$ cat config.mk
export PLATFORM = sky130hd
export DESIGN_NAME = fast_log2
export DESIGN_NICKNAME = d
export VERILOG_FILES = /design/src/rtl/fast_log2_pkg.sv /design/src/rtl/log2_lead_det.sv /design/src/rtl/log2_norm.sv /design/src/rtl/log2_frac_rom.sv /design/src/rtl/fast_log2.sv
export SDC_FILE = /design/constraint.sdc
export NUM_CORES = 1
export LEC_CHECK = 0
export ABC_AREA = 1
export BUFFER_PORTS_ARGS = -buffer_cell sky130_fd_sc_hd__buf_2
export CORE_UTILIZATION = 34
export DETAILED_ROUTE_END_ITERATION = 16
export SYNTH_ARGS = -nofsm -noshare
export SYNTH_HDL_FRONTEND = slang
export SYNTH_SLANG_ARGS = --single-unit
$ cat constraint.sdc
create_clock -name clk -period 1.1 [get_ports clk]
set_input_delay 0 -clock clk [delete_from_list [all_inputs] [get_ports clk]]
set_output_delay 0 -clock clk [all_outputs]
set_load 0.03 [all_outputs]
$ cat src/rtl/fast_log2_pkg.sv
`timescale 1ns/1ps
package fast_log2_pkg;

  // Fraction table entry: log2 of the centre of mantissa bin idx, rounded to
  // frac_w bits. Computed by repeated squaring in 30-bit fixed point.
  function automatic int unsigned frac_entry(int unsigned idx,
                                             int unsigned idx_w,
                                             int unsigned frac_w);
    logic [63:0] x;
    int unsigned acc;
    x   = 64'(2 * idx + (32'd1 << (idx_w + 1)) + 1) << (30 - idx_w - 1);
    acc = 0;
    for (int unsigned k = 0; k < frac_w + 2; k++) begin
      x   = (x * x) >> 30;
      acc = acc << 1;
      if (x >= (64'd2 << 30)) begin
        acc = acc | 32'd1;
        x   = x >> 1;
      end
    end
    acc = (acc + 32'd2) >> 2;
    if (acc > (32'd1 << frac_w) - 32'd1) acc = (32'd1 << frac_w) - 32'd1;
    return acc;
  endfunction

endpackage

$ cat src/rtl/log2_lead_det.sv
`timescale 1ns/1ps
module log2_lead_det #(
  parameter int IN_W = 16,
  localparam int SH_W = $clog2(IN_W)
) (
  input  logic            clk,
  input  logic            rst_n,
  input  logic            in_valid,
  input  logic [IN_W-1:0] in_data,
  output logic            s1_valid,
  output logic [IN_W-1:0] s1_data,
  output logic [SH_W-1:0] s1_shamt,
  output logic            s1_zero
);

  logic [SH_W-1:0] shamt_d;
  logic            zero_d;

  // Scan from LSB upward; the highest set bit wins.
  always_comb begin
    shamt_d = '0;
    zero_d  = 1'b1;
    for (int i = 0; i < IN_W; i++) begin
      if (in_data[i]) begin
        shamt_d = SH_W'(IN_W - 1 - i);
        zero_d  = 1'b0;
      end
    end
  end

  always_ff @(posedge clk or negedge rst_n) begin
    if (!rst_n) s1_valid <= 1'b0;
    else        s1_valid <= in_valid;
  end

  always_ff @(posedge clk) begin
    if (in_valid) begin
      s1_data  <= in_data;
      s1_shamt <= shamt_d;
      s1_zero  <= zero_d;
    end
  end


  lead_one_found_chk: assert property (@(posedge clk) disable iff (!rst_n)
    s1_valid && !s1_zero |->
      (s1_data >> (SH_W'(IN_W - 1) - s1_shamt)) == IN_W'(1));


  zero_flag_chk: assert property (@(posedge clk) disable iff (!rst_n)
    s1_valid && s1_zero |-> s1_data == '0);

endmodule

$ cat src/rtl/log2_norm.sv
`timescale 1ns/1ps
module log2_norm #(
  parameter int IN_W  = 16,
  parameter int IDX_W = 4,
  localparam int SH_W  = $clog2(IN_W),
  localparam int EXP_W = SH_W + 1
) (
  input  logic             clk,
  input  logic             rst_n,
  input  logic             s1_valid,
  input  logic [IN_W-1:0]  s1_data,
  input  logic [SH_W-1:0]  s1_shamt,
  input  logic             s1_zero,
  output logic             s2_valid,
  output logic [EXP_W-1:0] s2_exp,
  output logic [IDX_W-1:0] s2_idx,
  output logic             s2_zero
);

  logic [EXP_W-1:0] exp_d;
  logic [IDX_W-1:0] idx_d;
  logic             lead_bit;

  // Word padded with zeros below bit 0, shifted so the leading one is on top;
  // the bits right under it form the table index.
  always_comb begin
    exp_d    = EXP_W'(IN_W - 1) - EXP_W'(s1_shamt);
    idx_d    = IDX_W'(({s1_data, {IDX_W{1'b0}}} << s1_shamt) >> (IN_W - 1));
    lead_bit = 1'(({s1_data, {IDX_W{1'b0}}} << s1_shamt) >> (IN_W + IDX_W - 1));
  end

  always_ff @(posedge clk or negedge rst_n) begin
    if (!rst_n) s2_valid <= 1'b0;
    else        s2_valid <= s1_valid;
  end

  always_ff @(posedge clk) begin
    if (s1_valid) begin
      s2_exp  <= exp_d;
      s2_idx  <= idx_d;
      s2_zero <= s1_zero;
    end
  end


  normalized_top_chk: assert property (@(posedge clk) disable iff (!rst_n)
    s1_valid && !s1_zero |-> lead_bit);


  exp_range_chk: assert property (@(posedge clk) disable iff (!rst_n)
    s2_valid && !s2_zero |-> s2_exp <= EXP_W'(IN_W - 1));

endmodule

$ cat src/rtl/log2_frac_rom.sv
`timescale 1ns/1ps
module log2_frac_rom #(
  parameter int IN_W   = 16,
  parameter int IDX_W  = 4,
  parameter int FRAC_W = 8,
  localparam int SH_W  = $clog2(IN_W),
  localparam int EXP_W = SH_W + 1,
  localparam int OUT_W = EXP_W + FRAC_W,
  localparam int TBL_N = 1 << IDX_W
) (
  input  logic             clk,
  input  logic             rst_n,
  input  logic             s2_valid,
  input  logic [EXP_W-1:0] s2_exp,
  input  logic [IDX_W-1:0] s2_idx,
  input  logic             s2_zero,
  output logic             out_valid,
  output logic [OUT_W-1:0] out_log,
  output logic             out_zero
);

  logic [FRAC_W-1:0] table_q [TBL_N];
  logic [OUT_W-1:0]  log_d;
  logic              zero_q;

  for (genvar g = 0; g < TBL_N; g++) begin : g_tbl
    localparam int unsigned ENTRY = fast_log2_pkg::frac_entry(g, IDX_W, FRAC_W);
    assign table_q[g] = FRAC_W'(ENTRY);
  end

  always_comb begin
    if (s2_zero) log_d = {1'b1, {(OUT_W-1){1'b0}}};
    else         log_d = {s2_exp, table_q[s2_idx]};
  end

  always_ff @(posedge clk or negedge rst_n) begin
    if (!rst_n) out_valid <= 1'b0;
    else        out_valid <= s2_valid;
  end

  always_ff @(posedge clk) begin
    if (s2_valid) begin
      out_log <= log_d;
      zero_q  <= s2_zero;
    end
  end

  assign out_zero = zero_q & out_valid;


  zero_code_chk: assert property (@(posedge clk) disable iff (!rst_n)
    out_zero |-> out_log == {1'b1, {(OUT_W-1){1'b0}}});


  nonneg_result_chk: assert property (@(posedge clk) disable iff (!rst_n)
    out_valid && !out_zero |-> !out_log[OUT_W-1]);

endmodule

$ cat src/rtl/fast_log2.sv
`timescale 1ns/1ps
module fast_log2 #(
  parameter int IN_W   = 16,
  parameter int FRAC_W = 8,
  parameter int IDX_W  = 4,
  localparam int SH_W  = $clog2(IN_W),
  localparam int EXP_W = SH_W + 1,
  localparam int OUT_W = EXP_W + FRAC_W
) (
  input  logic             clk,
  input  logic             rst_n,
  input  logic             in_valid,
  input  logic [IN_W-1:0]  in_data,
  output logic             out_valid,
  output logic [OUT_W-1:0] out_log,
  output logic             out_zero
);

  logic [1:0]       rst_sync;
  logic             rst_int_n;
  logic             s1_valid, s1_zero, s2_valid, s2_zero;
  logic [IN_W-1:0]  s1_data;
  logic [SH_W-1:0]  s1_shamt;
  logic [EXP_W-1:0] s2_exp;
  logic [IDX_W-1:0] s2_idx;
  logic [1:0]       age_q;

  always_ff @(posedge clk or negedge rst_n) begin
    if (!rst_n) rst_sync <= 2'b00;
    else        rst_sync <= {rst_sync[0], 1'b1};
  end
  assign rst_int_n = rst_sync[1];

  log2_lead_det #(.IN_W(IN_W)) u_lead (
    .clk(clk), .rst_n(rst_int_n), .in_valid(in_valid), .in_data(in_data),
    .s1_valid(s1_valid), .s1_data(s1_data), .s1_shamt(s1_shamt),
    .s1_zero(s1_zero));

  log2_norm #(.IN_W(IN_W), .IDX_W(IDX_W)) u_norm (
    .clk(clk), .rst_n(rst_int_n), .s1_valid(s1_valid), .s1_data(s1_data),
    .s1_shamt(s1_shamt), .s1_zero(s1_zero), .s2_valid(s2_valid),
    .s2_exp(s2_exp), .s2_idx(s2_idx), .s2_zero(s2_zero));

  log2_frac_rom #(.IN_W(IN_W), .IDX_W(IDX_W), .FRAC_W(FRAC_W)) u_rom (
    .clk(clk), .rst_n(rst_int_n), .s2_valid(s2_valid), .s2_exp(s2_exp),
    .s2_idx(s2_idx), .s2_zero(s2_zero), .out_valid(out_valid),
    .out_log(out_log), .out_zero(out_zero));

  // Edges seen since internal reset release, saturating; gates the latency checks.
  always_ff @(posedge clk or negedge rst_int_n) begin
    if (!rst_int_n)          age_q <= 2'd0;
    else if (age_q != 2'd3)  age_q <= age_q + 2'd1;
  end


  latency_fwd_chk: assert property (@(posedge clk) disable iff (!rst_int_n)
    age_q == 2'd3 && $past(in_valid, 3) |-> out_valid);


  latency_idle_chk: assert property (@(posedge clk) disable iff (!rst_int_n)
    age_q == 2'd3 && !$past(in_valid, 3) |-> !out_valid);


  reset_quiet_chk: assert property (@(posedge clk)
    !rst_int_n |-> !out_valid && !out_zero);

endmodule

After elaboration in Yosys (flattened, before gate mapping):

Memories as Yosys holds them, arrays and structs flattened. A register that Yosys moved wholly into a read port is not among the register bits.
Index checks and enable logic that the tools add are counted.

* RAM bits: 0
* ROM bits: 128
* word-level logic and storage cells: 43
* bits in latches: 0
* memories: 1
* output and inout bits: 15
* bits of input ports: 19
* register bits after elaboration: 50

* bitwise gates (word level): 2
* shifts and indexed selects: 1
* mux-type cells: 18
* $add $sub $neg: 1
* eq/ne operators: 0
* div/mod/pow operators: 0
* multiply operators: 0
* $lt $le $gt $ge: 1
* reduce and logical (&&, ||, !) cells: 4

Memory list
* (name not given): depth 16, bits a word 8, rd ports 1, clocked after memory_dff 1, write ports 0, line log2_frac_rom.sv:33 `else log_d = {s2_exp, table_q[s2_idx]};`

Operators by type and width (number)
* 4-bit 2-to-1 mux: 8
* 20-bit by 4-bit << shifter with 19-bit output: 1
* 8-bit 2-to-1 mux: 2
* 15-bit OR reduction: 1
* 3-bit 2-to-1 mux: 4
* 8-bit OR reduction: 1
* 5-bit >= comparator, second input constant: 1
* 4-bit NOT with 5-bit output: 1
* 4-bit by 4-bit subtractor with 5-bit output, first input constant: 1
* 2-bit 2-to-1 mux: 2
* 4-bit OR reduction: 1
* 1-bit 2-to-1 mux: 2
* 2-bit OR reduction: 1
* 1-bit bitwise AND: 1

Logic depth before layout (Yosys ltp):

Gate-level depths: netlist of run 1.

* word-level depth: 15
* mapped depth: 15
* gate-level depth less buffers: 15

Cells and area by module:

Synthesis of run 1 repeated with hierarchy kept, for this count alone.

* cells, all modules: 271
* area, all modules: 2482.4 µm²

Modules (own cells, without submodules)
* log2_lead_det: area each 862.1 µm², times used 1, cells each 68, sequential area each 655.6 µm²
* log2_frac_rom: area each 792.0 µm², times used 1, cells each 76, sequential area each 445.4 µm²
* log2_norm: area each 774.5 µm², times used 1, cells each 124, sequential area each 295.3 µm²
* fast_log2: area each 53.8 µm², times used 1, cells each 3, sequential area each 50.0 µm²

Least setup slack after synthesis of run 1:

Ideal clock, no wire load.

* path kind: reg2reg
* start point: reg u_lead.s1_shamt[0]
* end point: reg u_norm.s2_idx[0], data pin
* path slack: -0.354 ns
* library setup time: 0.257 ns
* data arrival time: 1.197 ns
* period minus slack after synthesis: 1.454 ns
* data required time: 0.843 ns
* buffers on the path: 1
* stages on the path, launching flop included: 8
* path through: edfxtp_1 buf_6 or2_1 o21ai_2 nand2_2 o211ai_2 o221ai_2 a32o_1

* word-level cells in the longest chain between the ends: 1

Ends and longest elaborated chain
* start, declared: line log2_lead_det.sv:12 `output logic [SH_W-1:0] s1_shamt,`
* start signal, assigned: line log2_lead_det.sv:39 `s1_shamt <= shamt_d;`
* 20-bit by 4-bit << shifter with 19-bit output: line log2_norm.sv:28 `idx_d = IDX_W'(({s1_data, {IDX_W{1'b0}}} << s1_shamt) >> (IN_W - 1));`
* named net u_norm.idx_d[0]: line log2_norm.sv:21 `logic [IDX_W-1:0] idx_d;`
* end signal, assigned: line log2_norm.sv:40 `s2_idx <= idx_d;`
* end, declared: line log2_norm.sv:16 `output logic [IDX_W-1:0] s2_idx,`

The timed path passes the listed nets, and every way through them passes these cells.
A chain may end at the register's enable or synchronous reset.

Worst setup path in the final report of run 1:

Ends and elaborated chain as after synthesis.

==> results of run 1 <==
-- sequential cells by signal, summed over array words and instances (netlist names) --
name             flops
u_lead.s1_zero       1
u_rom.out_log       13
u_lead.s1_shamt      4
u_norm.s2_zero       1
u_lead.s1_data      15
u_rom.out_valid      1
u_norm.s2_exp        4
u_norm.s2_idx        4
rst_sync             2
u_rom.zero_q         1
u_norm.s2_valid      1
u_lead.s1_valid      1
-- layout make-up --
cell class              count  area (sq um)
flip-flops and latches     48          1420
multi-input cells         139           900
clock inverters             1          5.00
clock buffers               7          76.3
repair buffers             83           637
well taps                  77          96.3
fillers                   582          3220
inverters                  37           141
-- cells in the mapped netlist, drive strengths merged --
| cell type | n |
|---|---|
| nor2 | 15 |
| nand4 | 1 |
| o221ai | 1 |
| dfrtp | 5 |
| o21bai | 1 |
| o21ai | 16 |
| nand2 | 52 |
| nor3 | 1 |
| nand3 | 11 |
| o31ai | 1 |
| a211oi | 1 |
| ha | 7 |
| edfxtp | 43 |
| conb | 1 |
| clkinv | 1 |
| o211ai | 4 |
| a32o | 1 |
| a21boi | 1 |
| a31oi | 4 |
| mux2i | 4 |
| or2 | 2 |
| clkbuf | 2 |
| a21oi | 14 |
| nor4 | 1 |
| buf | 4 |
| inv | 36 |
-- through the flow --
step	setup TNS, ns	hold WS, ns
floorplan	-1.77	-0.296
global placement	-2.49	-0.212
detailed placement	-2.57	-0.210
CTS	-2.63	0.00818
global route	-3.49	0.0171
finish	-2.67	0.0191
-- per-layer routing --
layer	up-vias	track usage, %
met4	0	4.01
met1	837	14.1
met2	57	24.2
met3	8	3.79
met5	-	0
li1	944	-
-- how the worst max path moves through the flow --
stage,to,slack (ns)
after floorplan,u_norm.s2_idx[0],-0.34
after detailed placement,u_norm.s2_idx[2],-0.44
final,u_norm.s2_idx[0],-0.40
after global routing,u_norm.s2_idx[2],-0.47
after CTS,u_norm.s2_idx[1],-0.42
after global placement,u_norm.s2_idx[2],-0.41
-- kinds of logic (layout without fill, tap and decap cells) --
kind of cell / after synthesis / count (layout)
adder cells (fa/ha/maj): 7 / 7
AND/OR/NAND/NOR: 83 / 83
other: 1 / 1
flip-flops: 48 / 48
buffers and inverters: 43 / 128
AO/OA/AOI/OAI: 44 / 44
multiplexers: 4 / 4
-- worst max-delay path, cell delays in order (launching register included) --
cell and delay (ns):
edfxtp_1 0.47, or2_1 0.27, o21ai_2 0.07, nand2_2 0.06, o211ai_2 0.06, o221ai_2 0.11, a32o_1 0.21
-- power by group --
| part | internal, mW | leakage [nW] | switching [mW] |
|---|---|---|---|
| Sequential | 2.18 | 0.476 | 0.109 |
| Clock | 0.446 | 0.0422 | 0.514 |
| Combinational | 0.517 | 0.896 | 0.597 |
-- repair_timing --
item                                   in CTS  in global routing
hold buffers                               17                  0
setup endpoints to repair                  11                 12
pin swaps                                   8                 12
endpoints found under the hold margin      18                  0
setup buffers                               5                  3
gates resized for setup                    17                 25
==> metrics, run 1 <==
NumNets Final 340; die area 7200 sq um; DR pass1 iterations 12; largest family of logic cells by synthesized area simple AND/OR/NAND/NOR gates; first-pass GRT wire length around 7300 microns; Critical Path Source u_lead.s1_shamt[0]; Syn Std Cell Area about 2300 sq um; IO Pins 34; gpl congestion between 0.8 and 0.9; syn avg cell area a little over 10 sq um; Non-Filler Cell Area, Final approximately 3300 sq um; CTS tree yes; Clock Latency Late Sink between 0.2 and 0.3 ns; Synthesized Nets approximately 260; Post-Route WL about 4400 microns; Post-DP HPWL ~3200 microns; core area 6490 sq um; met2 routed WL 2320 microns; violated checks DRC, setup timing; Synth cell types 35; CP Capture Type flip-flop; startpoint class of the critical path flip-flop; R2R setup slack -0.40 ns; vias in the first global route around 1800; Pleak around 1.4 nW; status finished, violations left; share of the synthesized area in the top cell type a little under three fifths; share of cells above drive strength 1 34.6%; slack of the critical path -0.403 ns; Worst Reg2Reg Path Length in Cells 6; routed len/inst roughly 11 microns; Critical R2R Capture u_norm.s2_idx[0]; area share of fa/ha/maj cells after synthesis 3.75%; Max Slew Vio Count 0; P&R area growth vs syn 40.2%; synthesized instance count 230; Iteration-0 DRC Markers around 100; sequential-to-total area share from yosys stat between 60% and 70%; drt drc 4; Synth Area in Compound Gates 11.5%; Period Utilization, post-route 137%; Hold Crit Class in2async; DRT antenna net count 0; Post-Synth Simple-Gate Area between 10% and 20%; final setup vio count 12; clk root buf clkbuf_8; pin count of the biggest net entering global routing 22; Die W ~85 microns; Pwr Density 1340 nW/um^2; Max Clock Freq roughly 670 MHz; Arr. time, crit path 1.55 ns; Setup WS pre-CTS -0.435 ns; initial core utilization a little over a third; Finished Layout Cells about 400; Worst EP required about 1.1 ns; Final min period between 1.5 and 2 ns; placed inst area roughly 2800 sq um; GRT Total Usage approximately an eighth; initial antenna violation count 0; Worst-path clk slew about 0.080 ns; H-tree levels 2; CP Class reg2reg; clock skew between 0.004 and 0.005 ns; Hold Vio Cnt, Final 0; CTS Sinks 48; commonest non-fill, non-tap cell in the layout nand2_1; Metal-1 WL about 1800 microns; num rows 29; # diodes 0; synth top area cells edfxtp_1 55%, nand2_1 8.2%, dfrtp_1 5.4%; CP Max Fanout 6; max-cap violations 0; top routing layer in use met4; multiplexer area fraction after synthesis roughly 1.7%; CTS max path bufs 2; cell taking the most area after synthesis edfxtp_1; PortBufs 33; final core occ 50.4%; Yosys warnings 0; routed via count between 1500 and 2000; r2r startpoint u_lead.s1_shamt[0]; flops & latches, synth 48; DR vias/cell between 4 and 5; commonest non-fill, non-tap cells in the layout 48 x nand2_1, 43 x edfxtp_1, 33 x buf_2; Die H between 80 and 90 microns; dpl cells about 360; number of CTS-inserted buffers 5; total gr overflow 0; unrepaired setup endpoints after global routing true; metal3 WL between 150 and 200 microns; xor/xnor cell area share of the yosys netlist 0%; peak supply drop 586 uV; Total Power 4.37 mW
No activity file was read; power rests on OpenSTA's default activity.
==> inputs of run 2 (changes only) <==
- PLACE_DENSITY: default -> 0.5
==> run 2 against run 1 <==
Compared with the run above:
- routed wire length grew 0.23%
- non-clock buffer count down 3
- die area is the same
- maximum frequency is 0.91% lower
- design area fell by 2.0%
- global-route usage rose by 0.73 points
- final cell count down 0.77%
- sequential power hardly changed
- the flow finishes with violations (setup timing)
- clock power increased by 5%
- hold slack got worse by 0.0083 ns
- clock skew shrank 0.00095 ns
- largest cell class unchanged
- combinational power fell by 6%
==> metrics, run 2 (synthesis results as in run 1) <==
status finished, violations left; violated checks setup timing; final setup vio count 13 (+1); slack of the critical path -0.416 ns (-0.0138 ns); CTS Sinks 48 (unchanged); vias in the first global route 1740 (-1.1%); TNS Setup -2.33 ns (+0.336 ns); dpl cells 359 (unchanged); Final min period 1.52 ns (+0.0138 ns); peak supply drop 454 uV (-22%); num rows 29 (unchanged); Post-Route WL 4430 microns (+0.23%); Finished Layout Cells 389 (-0.77%); Multi-input gate area 867 sq um (-3.6%); R2R setup slack -0.42 ns (about the same); Max Slew Vio Count 0 (unchanged); Sequential Power Share 52.7% (+0.2 points); Die W 84.8 microns (unchanged); P&R area growth vs syn 37.4%; CP Class reg2reg; NumNets Final 337 (-0.88%); routed via count 1791 (-3.0%); max reg flops 15 (unchanged); DR vias/cell 4.60 (-2.2%); commonest non-fill, non-tap cells in the layout 50 x nand2_1, 43 x edfxtp_1, 33 x buf_2; CTS tree yes; Clock Latency Late Sink 0.30 ns (about the same); PortBufs 33 (unchanged); pin count of the biggest net entering global routing 22 (unchanged); startpoint class of the critical path flip-flop; fillcell total 616 (+5.8%); Max Clock Freq 659 MHz (-0.91%); Non-Filler Cell Area, Final 3210 sq um (-2.0%); Clock Power Share 23.3% (+1.3 points); # diodes 0 (unchanged); Worst-path clk slew 0.08 ns (about the same); drt drc 0 (-4); Worst EP required 1.16 ns (+0.02 ns); switching share of power 28.7% (+0.71 points); number of CTS-inserted buffers 5 (unchanged); FF+latch area 1420 sq um (unchanged); Iteration-0 DRC Markers 57 (-45%); Post-DP HPWL 3290 microns (+1.2%); largest registers u_lead.s1_data: 15 flops, u_rom.out_log: 13 flops; Worst Reg2Reg Path Length in Cells 6 (unchanged); Critical R2R Capture u_norm.s2_idx[0]; clock skew 0.00387 ns (-0.000951 ns); Pleak 1.39 nW (-1.8%); Arr. time, crit path 1.57 ns (+0.02 ns); commonest non-fill, non-tap cell in the layout nand2_1; first-pass GRT wire length 7650 microns (+4.1%); initial antenna violation count 0 (unchanged); share of cells above drive strength 1 33.0% (-1.6 points); die area 7200 sq um (unchanged); H-tree levels 2 (unchanged); NetSw 1.24 mW (+1.7%); Top reg by flops u_lead.s1_data; CTS max path bufs 2 (unchanged); IO Pins 34 (unchanged); Pwr Density 1350 nW/um^2 (+1.2%); DRT antenna net count 0 (unchanged); Period Utilization, post-route 138% (+1.3 points); Internal Dissipation 3.09 mW (-1.8%); unrepaired setup endpoints after global routing true; Combinational Power Share 24.1% (-1.4 points); Die H 84.8 microns (unchanged); Setup WS pre-CTS -0.393 ns (+0.0427 ns); r2r startpoint u_lead.s1_shamt[0]; initial core utilization 35.9% (unchanged); gpl congestion 0.831 (-1.0%); CP Capture Type flip-flop; max-cap violations 0 (unchanged); placed inst area 2780 sq um (-0.45%); DR pass1 iterations 6 (-6); CP Max Fanout 7 (+1); final core occ 49.4% (-1.0 points); Hold Vio Cnt, Final 0 (unchanged); clk root buf clkbuf_8; Hold WS 0.0108 ns (-0.00833 ns); Total Power 4.33 mW (-0.86%); GRT Total Usage 13.7% (+0.73 points); routed len/inst 11.4 microns (+1.0%); total gr overflow 0 (unchanged); core area 6490 sq um (unchanged); Hold Crit Class in2async
==> run 2: cell count changes in the layout (fill, tap and decap cells not counted), sizes merged <==
cell	before	now
buf	66	63
clkbuf	7	6
clkinvlp	0	1
==> run 2: critical path: stages, from the launching register on <==
cell	delay (ns)
edfxtp_1	0.49
or2_1	0.26
o21ai_2	0.08
nand2_2	0.06
o211ai_2	0.07
o221ai_2	0.11
a32o_1	0.21
==> run 2: final cells by class <==
type	instances	share of cell area, %
flip-flops and latches	48	44.2
clock buffers	6	2.26
clock inverters	2	0.390
repair buffers	80	18.7
inverters	37	4.41
multi-input cells	139	27.0
well taps	77	3.01
==> run 2: what timing repair did <==
item,4_1_cts,5_1_grt
setup buffers,3,4
pin swaps,9,11
hold buffers,17,0
gates resized for setup,16,16
hold endpoints to repair,18,0
setup endpoints to repair,13,13
==> run 2: per-layer routing <==
| metal | up-vias | part of all wire [%] | wire length, microns | GRT usage [%] |
|---|---|---|---|---|
| li1 | 935 | - | - | - |
| met1 | 797 | 42 | 1870 | 14.6 |
| met2 | 49 | 52 | 2320 | 26.2 |
| met3 | 10 | 3.4 | 152 | 2.63 |
| met4 | 0 | 2.1 | 94 | 5.70 |
| met5 | - | 0 | 0 | 0 |
==> run 2: worst max-delay path by stage <==
stage / startpoint / end / cells past startpoint
after detailed placement: u_lead.s1_shamt[0] / u_norm.s2_idx[0] / 4
after floorplan: u_lead.s1_shamt[0] / u_norm.s2_idx[0] / 7
after CTS: u_lead.s1_shamt[0] / u_norm.s2_idx[0] / 6
final: u_lead.s1_shamt[0] / u_norm.s2_idx[0] / 6
after global routing: u_lead.s1_shamt[0] / u_norm.s2_idx[0] / 5
after global placement: u_lead.s1_shamt[0] / u_norm.s2_idx[0] / 6
==> run 2: power groups by stage <==
stage | clock network, mW | registers, mW | logic [mW]
2_1_floorplan | 0 | 2.42 | 0.423
3_3_place_gp | 0 | 2.32 | 0.845
3_5_place_dp | 0 | 2.32 | 0.848
4_1_cts | 1.04 | 2.28 | 0.966
5_1_grt | 1.10 | 2.30 | 1.15
6_report | 1.01 | 2.28 | 1.04
